File: config.mk
export PLATFORM = sky130hd
export DESIGN_NAME = scan_escape_activator
export DESIGN_NICKNAME = d
export VERILOG_FILES = /design/src/rtl/scan_esc_pkg.sv /design/src/rtl/scan_esc_datapath.sv /design/src/rtl/scan_esc_ctrl.sv /design/src/rtl/scan_escape_activator.sv
export SDC_FILE = /design/constraint.sdc
export NUM_CORES = 1
export LEC_CHECK = 0
export ABC_AREA = 1
export BUFFER_PORTS_ARGS = -buffer_cell sky130_fd_sc_hd__buf_2
export CAP_MARGIN = 20
export CORE_ASPECT_RATIO = 0.9
export CORE_MARGIN = 1
export CORE_UTILIZATION = 30
export CTS_CLUSTER_SIZE = 30
export DETAILED_ROUTE_END_ITERATION = 10
export SLEW_MARGIN = 20
export SYNTH_ARGS = -nofsm -noshare
export SYNTH_HDL_FRONTEND = slang
export SYNTH_SLANG_ARGS = --single-unit
File: constraint.sdc
create_clock -name clk -period 3.6 [get_ports clk]
set_clock_uncertainty 0.15 [all_clocks]
set_input_delay 0.72 -clock clk [delete_from_list [all_inputs] [get_ports clk]]
set_output_delay 0.72 -clock clk [all_outputs]
set_load 0.02 [all_outputs]
File: src/rtl/scan_esc_pkg.sv
package scan_esc_pkg;

  typedef enum logic [1:0] {
    MODE_OFFLINE    = 2'd0,
    MODE_ACTIVATING = 2'd1,
    MODE_OSCAN1     = 2'd2
  } modeE;

  typedef enum logic [3:0] {
    FLD_NONE  = 4'd0,
    FLD_ACT   = 4'd1,
    FLD_EXT   = 4'd2,
    FLD_CHK   = 4'd3,
    FLD_RSV   = 4'd4,
    FLD_PDLY  = 4'd5,
    FLD_PREV  = 4'd6,
    FLD_PSTAT = 4'd7,
    FLD_RDY   = 4'd8,
    FLD_DLY   = 4'd9,
    FLD_FMT   = 4'd10
  } fieldE;

  // Last position of each field (positions count from 1)
  localparam int ACT_END   = 4;
  localparam int EXT_END   = 8;
  localparam int RSV_END   = 13;
  localparam int PDLY_END  = 16;
  localparam int PREV_END  = 18;
  localparam int PSTAT_END = 23;
  localparam int RDY_END   = 25;
  localparam int DLY_END   = 27;
  localparam int FMT_END   = 32;

  // Strobes from control to datapath
  typedef struct packed {
    logic clearEsc;  // evaluate-and-clear the escape counter
    logic restart;   // start a new activation sequence at this edge
    logic step;      // advance the bit position at this edge
  } strobeS;

endpackage

File: src/rtl/scan_esc_datapath.sv
module scan_esc_datapath
  import scan_esc_pkg::*;
#(
  parameter int CNT_W      = 4,
  parameter int SHORT_LEN  = 12,
  parameter int LONG_LEN   = 36,
  parameter int EXTEND_POS = 8,
  localparam int POS_W     = $clog2(LONG_LEN + 2)
) (
  input  logic             clk,
  input  logic             rstN,
  input  logic             tck,
  input  logic             tmsc,
  input  strobeS           strobe,
  input  logic             activeMode,
  output logic             tckRise,
  output logic [CNT_W-1:0] escCount,
  output logic             overrun,
  output fieldE            field
);

  localparam logic [CNT_W-1:0] CNT_MAX = {CNT_W{1'b1}};
  localparam logic [POS_W-1:0] SHORT_P = POS_W'(SHORT_LEN);
  localparam logic [POS_W-1:0] LONG_P  = POS_W'(LONG_LEN);
  localparam logic [POS_W-1:0] EXT_P   = POS_W'(EXTEND_POS);

  logic tckQ, tckP, tmscQ, tmscP;
  logic escToggle;
  logic [POS_W-1:0] posQ, lenQ;
  logic [POS_W-1:0] posStep, lenBase, lenNext;
  logic extendNow;

  // Pin sampling and edge detection
  always_ff @(posedge clk or negedge rstN) begin
    if (!rstN) begin
      tckQ  <= 1'b0;
      tckP  <= 1'b0;
      tmscQ <= 1'b1;
      tmscP <= 1'b1;
    end else begin
      tckQ  <= tck;
      tckP  <= tckQ;
      tmscQ <= tmsc;
      tmscP <= tmscQ;
    end
  end

  assign tckRise   = tckQ & ~tckP;
  assign escToggle = (tmscQ ^ tmscP) & tckQ & tckP;

  // Saturating escape counter
  always_ff @(posedge clk or negedge rstN) begin
    if (!rstN)                escCount <= '0;
    else if (strobe.clearEsc) escCount <= '0;
    else if (escToggle && escCount != CNT_MAX)
      escCount <= escCount + 1'b1;
  end

  // Position and length tracking
  always_comb begin
    posStep   = (strobe.restart ? '0 : posQ) + 1'b1;
    lenBase   = strobe.restart ? SHORT_P : lenQ;
    extendNow = strobe.step && (posStep == EXT_P) && !tmscQ;
    lenNext   = extendNow ? LONG_P : lenBase;
    overrun   = strobe.step && (posStep > lenNext);
  end

  always_ff @(posedge clk or negedge rstN) begin
    if (!rstN) begin
      posQ <= '0;
      lenQ <= SHORT_P;
    end else if (strobe.step) begin
      posQ <= posStep;
      lenQ <= lenNext;
    end
  end

  // Field decode from position and length
  always_comb begin
    field = FLD_NONE;
    if (activeMode && posQ != '0) begin
      if (posQ <= POS_W'(ACT_END))      field = FLD_ACT;
      else if (posQ <= POS_W'(EXT_END)) field = FLD_EXT;
      else if (lenQ == SHORT_P) begin
        if (posQ <= SHORT_P) field = FLD_CHK;
      end else begin
        if      (posQ <= POS_W'(RSV_END))   field = FLD_RSV;
        else if (posQ <= POS_W'(PDLY_END))  field = FLD_PDLY;
        else if (posQ <= POS_W'(PREV_END))  field = FLD_PREV;
        else if (posQ <= POS_W'(PSTAT_END)) field = FLD_PSTAT;
        else if (posQ <= POS_W'(RDY_END))   field = FLD_RDY;
        else if (posQ <= POS_W'(DLY_END))   field = FLD_DLY;
        else if (posQ <= POS_W'(FMT_END))   field = FLD_FMT;
        else if (posQ <= LONG_P)            field = FLD_CHK;
      end
    end
  end

  // a saturated counter stays put until it is cleared
  p_cnt_sat_r6: assert property (@(posedge clk) disable iff (!rstN)
    ($past(escCount) == CNT_MAX && !$past(strobe.clearEsc)) |-> escCount == CNT_MAX);

  // the counter is empty after every evaluation
  p_cnt_clear_r2: assert property (@(posedge clk) disable iff (!rstN)
    strobe.clearEsc |=> escCount == '0);

  // the length register only ever holds one of the two legal lengths
  p_len_legal_r8: assert property (@(posedge clk) disable iff (!rstN)
    (lenQ == SHORT_P) || (lenQ == LONG_P));

endmodule

File: src/rtl/scan_esc_ctrl.sv
module scan_esc_ctrl
  import scan_esc_pkg::*;
#(
  parameter int CNT_W     = 4,
  parameter int ACT_COUNT = 6,
  parameter int OFF_COUNT = 8
) (
  input  logic             clk,
  input  logic             rstN,
  input  logic             tckRise,
  input  logic [CNT_W-1:0] escCount,
  input  logic             overrun,
  output strobeS           strobe,
  output modeE             mode,
  output logic             activeMode,
  output logic             tapReset
);

  localparam logic [CNT_W-1:0] ACT_C = CNT_W'(ACT_COUNT);
  localparam logic [CNT_W-1:0] OFF_C = CNT_W'(OFF_COUNT);

  logic goOff, goAct;
  modeE modeAfter, modeNext;

  always_comb begin
    goOff = tckRise && (escCount >= OFF_C);
    goAct = tckRise && !goOff && (escCount == ACT_C);
    if (goOff)      modeAfter = MODE_OFFLINE;
    else if (goAct) modeAfter = MODE_ACTIVATING;
    else            modeAfter = mode;
    strobe.clearEsc = tckRise;
    strobe.restart  = goAct;
    strobe.step     = tckRise && (modeAfter == MODE_ACTIVATING);
    modeNext        = (strobe.step && overrun) ? MODE_OSCAN1 : modeAfter;
  end

  always_ff @(posedge clk or negedge rstN) begin
    if (!rstN) begin
      mode     <= MODE_OFFLINE;
      tapReset <= 1'b0;
    end else begin
      mode     <= modeNext;
      tapReset <= strobe.step && overrun;
    end
  end

  assign activeMode = (mode == MODE_ACTIVATING);

  // the reset request is a single-cycle pulse
  p_tap_pulse_r9: assert property (@(posedge clk) disable iff (!rstN)
    tapReset |=> !tapReset);

  // the reset request coincides with OSCAN1 being entered
  p_tap_mode_r9: assert property (@(posedge clk) disable iff (!rstN)
    tapReset |-> (mode == MODE_OSCAN1 && $past(mode) == MODE_ACTIVATING));

  // a long escape always lands in 4-wire mode
  p_offline_r4: assert property (@(posedge clk) disable iff (!rstN)
    (tckRise && escCount >= OFF_C) |=> mode == MODE_OFFLINE);

  // without a test-clock rising edge, the mode never moves
  p_mode_hold_r5: assert property (@(posedge clk) disable iff (!rstN)
    !tckRise |=> $stable(mode));

  // the activation count always opens a fresh sequence
  p_activate_r3: assert property (@(posedge clk) disable iff (!rstN)
    (tckRise && escCount == ACT_C) |=> mode == MODE_ACTIVATING);

endmodule

File: src/rtl/scan_escape_activator.sv
module scan_escape_activator
  import scan_esc_pkg::*;
#(
  parameter int CNT_W      = 4,
  parameter int ACT_COUNT  = 6,
  parameter int OFF_COUNT  = 8,
  parameter int SHORT_LEN  = 12,
  parameter int LONG_LEN   = 36,
  parameter int EXTEND_POS = 8
) (
  input  logic       clk,
  input  logic       rstN,
  input  logic       tck,
  input  logic       tmsc,
  output logic [1:0] mode,
  output logic [3:0] field,
  output logic       tapReset
);

  strobeS strobe;
  logic tckRise, overrun, activeMode;
  logic [CNT_W-1:0] escCount;
  modeE modeQ;
  fieldE fieldQ;

  scan_esc_datapath #(
    .CNT_W(CNT_W), .SHORT_LEN(SHORT_LEN), .LONG_LEN(LONG_LEN), .EXTEND_POS(EXTEND_POS)
  ) u_dp (
    .clk(clk), .rstN(rstN), .tck(tck), .tmsc(tmsc),
    .strobe(strobe), .activeMode(activeMode),
    .tckRise(tckRise), .escCount(escCount), .overrun(overrun), .field(fieldQ)
  );

  scan_esc_ctrl #(
    .CNT_W(CNT_W), .ACT_COUNT(ACT_COUNT), .OFF_COUNT(OFF_COUNT)
  ) u_ctrl (
    .clk(clk), .rstN(rstN), .tckRise(tckRise), .escCount(escCount),
    .overrun(overrun), .strobe(strobe), .mode(modeQ),
    .activeMode(activeMode), .tapReset(tapReset)
  );

  assign mode  = modeQ;
  assign field = fieldQ;

  // field is blank outside activation
  p_field_blank_r10: assert property (@(posedge clk) disable iff (!rstN)
    (mode != 2'd1) |-> field == 4'd0);

endmodule

==> summary.txt <==
Placement
  • Post-Place Cells: 271
  • Pre-CTS setup slack: 0.2945 ns
  • Port Buffer Count: 10
  • Final HPWL DP: 2228 um
  • Global placement routability congestion: 0.8073

Critical path
  • Crit-path max FO: 10
  • WP data arrival: 3.32 ns
  • R2R Setup Slk: 0.29 ns
  • Setup crit end kind: flip-flop
  • Critical path launch point type: flip-flop
  • CP Class: flip-flop to flip-flop
  • Worst EP required: 3.62 ns

Power and ir drop
  • Peak supply drop: 221.1 uV
  • Static Leak: 0.0008641 uW
  • Power Dens Cells: 355.8 nW/um^2

Synth
  • Post-synthesis cell type with the largest combined area: dfrtp_1
  • Count of flip-flops with a built-in enable after synthesis: 0
  • Synthesis Warnings: 0
  • Top-area cell type share of the netlist area: 31.33%
  • Gate Count Post-Synth: 195
  • Top-count cell post-synth: nand2_1
  • Syn avg cell area: 7.783 um^2
  • Area contributors post-synth: dfrtp_1 (31%), ha_1 (9.1%), nand2_1 (8.4%)
  • Sequential fraction of the synthesis area: 38.25%
  • Asr flop ratio synth: 100.0%
  • Post-Syn Area: 1518 um^2
  • Syn_nets: 210
  • Seq cells post-synth: 23
  • Post-synth top cells: nand2_1 (34), nor2_1 (27), inv_1 (26)
  • Distinct cell type count after synthesis: 28
  • Dominant synthesized flop cell: dfrtp_1

Drt
  • # DRC: 0
  • DR vias/cell: 4.462
  • Vias post-DR: 1227
  • Drt first pass iters: 4
  • WL final: 2803 um
  • Avg WL per Cell: 10.19 um
  • Routed Antenna Nets: 0
  • DRT iter0 DRCs: 50

Clock tree
  • TritonCTS clock tree: yes
  • Post-CTS sizing: 0
  • CTS sink cnt: 23
  • CTS Buf Count: 3
  • Post-CTS Hold Buffers: 0
  • CTS root buf: clkbuf_8
  • # H-tree levels: 1
  • Clock buffer depth: 2
  • Setup Buffers After CTS: 0
  • Worst-Skew Late Latency: 0.27 ns
  • Clock Pin Slew Worst Setup and Hold Paths: 0.09 ns

Cells and area
  • Area grow syn2layout: 12.20%
  • Final Instance Count excl. Fillers: 275
  • Number of diodes: 0
  • Share of cells above drive strength 1: 20.95%
  • Final #Nets: 226
  • Fillcell total: 518

Timing
  • Setup_tns: 0 ns
  • Hold_ws: 0.2327 ns
  • Max Clock Freq: 0.3023 GHz
  • Slew Limit Fails: 0
  • Fin. Hold Viols: 0
  • Slew @ Worst Pin: 0.5042 ns
  • Relative slew slack: 66.38%
  • Post-layout min period: 3.308 ns
  • Final number of setup-violating endpoints: 0
  • Final Worst Setup Slack: 0.2924 ns
  • Period Utilization, post-route: 91.88%
  • RSZ-0062 raised after global routing: false

Run
  • MaxCap Viol Count: 0

Floorplanning
  • FP Rows: 24
  • Die ar.: 5348 um^2
  • Initial Util: 31.20%
  • Core Area: 4865 um^2
  • Die height: 69.48 um
  • IO Count: 11
  • Die width: 76.98 um

Global route
  • Vias in the first global route: 1146
  • Met3 Track Usage GR: 3.026%
  • Largest net degree at the start of global routing: 24
  • GRT busiest layer: met1
  • GR Overflow Total: 0
  • Overall Global Routing Usage: 11.88%
  • First-pass GRT wire length: 5043 um
  • Met2 Track Usage GR: 16.67%
  • Initial antenna violation count: 0
  • Grt met1 use: 16.98%

Worst hold path
  • HP Class: flip-flop to flip-flop

Outcome
  • Status: completed
[worst max-delay path, cell delays in order, from the launching register on]
cell	delay [ns]
dfrtp_1	0.40
inv_1	0.12
ha_1	0.17
nand2_2	0.10
nor2_8	0.22
nor2_1	0.12
ha_1	0.24
xor2_1	0.19
nor2_1	0.11
nand3_1	0.12
nor2_4	0.24
a21oi_1	0.08
ha_1	0.31
nand4_1	0.10
inv_1	0.05
o21ai_0	0.07
o211a_1	0.17
nor2_1	0.05
a31o_2	0.21
[layout by cell type, fill, tap and decap left out, types with 2 or more instances in the layout]
| master | count |
|---|---|
| nand2_1 | 34 |
| nor2_1 | 27 |
| inv_1 | 26 |
| dfrtp_1 | 19 |
| o21ai_0 | 18 |
| nand3_1 | 12 |
| ha_1 | 11 |
| buf_2 | 10 |
| a21oi_1 | 8 |
| inv_2 | 7 |
| nor2_2 | 6 |
| nor3_1 | 4 |
| dfstp_2 | 4 |
| nor2_4 | 3 |
| clkbuf_8 | 3 |
| xor2_2 | 2 |
[registers in the layout, indices dropped and copies added, names as in the netlist]
name and cells:
u_dp.lenQ 6, u_dp.posQ 6, u_dp.escCount 4, u_ctrl.mode 2, u_ctrl.tapReset 1, u_dp.tckP 1, u_dp.tckQ 1, u_dp.tmscP 1
u_dp.tmscQ 1
[worst paths after layout]
path                                        from              to  cells past startpoint
worst min register to register        u_dp.tmscQ      u_dp.tmscP                      0
worst min-delay path                  u_dp.tmscQ      u_dp.tmscP                      0
worst max-delay path            u_dp.escCount[0]  u_ctrl.mode[1]                     18
min in group asynchronous                   rstN  u_ctrl.mode[1]                      1
max in group asynchronous                   rstN      u_dp.tmscP                      1
worst max register to register  u_dp.escCount[0]  u_ctrl.mode[1]                     18
[cells by family (layout without fill, tap and decap cells)]
group | count (synthesis) | after routing | share of synthesized area, %
buf+inv | 33 | 48 | 8.162
compound gates | 32 | 32 | 11.87
xor+xnor | 3 | 3 | 2.721
flops | 23 | 23 | 38.25
fa+ha+maj | 11 | 11 | 9.068
simple gates | 93 | 93 | 29.93
[per-layer routing]
layer	wire length (um)	part of all wire, %	vias up
li1	-	-	655
met1	1411	50	542
met2	1221	44	24
met3	104	3.7	6
met4	65	2.3	0
met5	0	0	-
[per-stage QoR]
step                util [%]  power, uW  cell area (um^2)
detailed placement     34.05      448.8              1657
finish                 35.01      605.9              1703
global placement       34.05      447.4              1657
floorplan                  -      409.3              1518
global route           35.01      646.8              1703
CTS                    35.01      615.2              1703
[area by class of cell]
| cell class | instances | area [um^2] | area share [%] |
|---|---|---|---|
| multi-input combinational | 139 | 813.3 | 47.76 |
| sequential | 23 | 580.6 | 34.09 |
| inverter | 33 | 123.9 | 7.274 |
| tap | 65 | 81.33 | 4.776 |
| timing repair buffer | 11 | 57.56 | 3.380 |
| clock buffer | 3 | 41.29 | 2.425 |
| clock inverter | 1 | 5.005 | 0.2939 |
[report_power, final]
part / switching [uW] / total [uW] / internal [uW] / leakage [uW]
clock: 85.8 / 163 / 77.4 / 0.0000255
sequential: 23.9 / 306 / 282 / 0.000300
combinational: 83.5 / 137 / 53.3 / 0.000539
No activity file was read; power rests on OpenSTA's default activity.
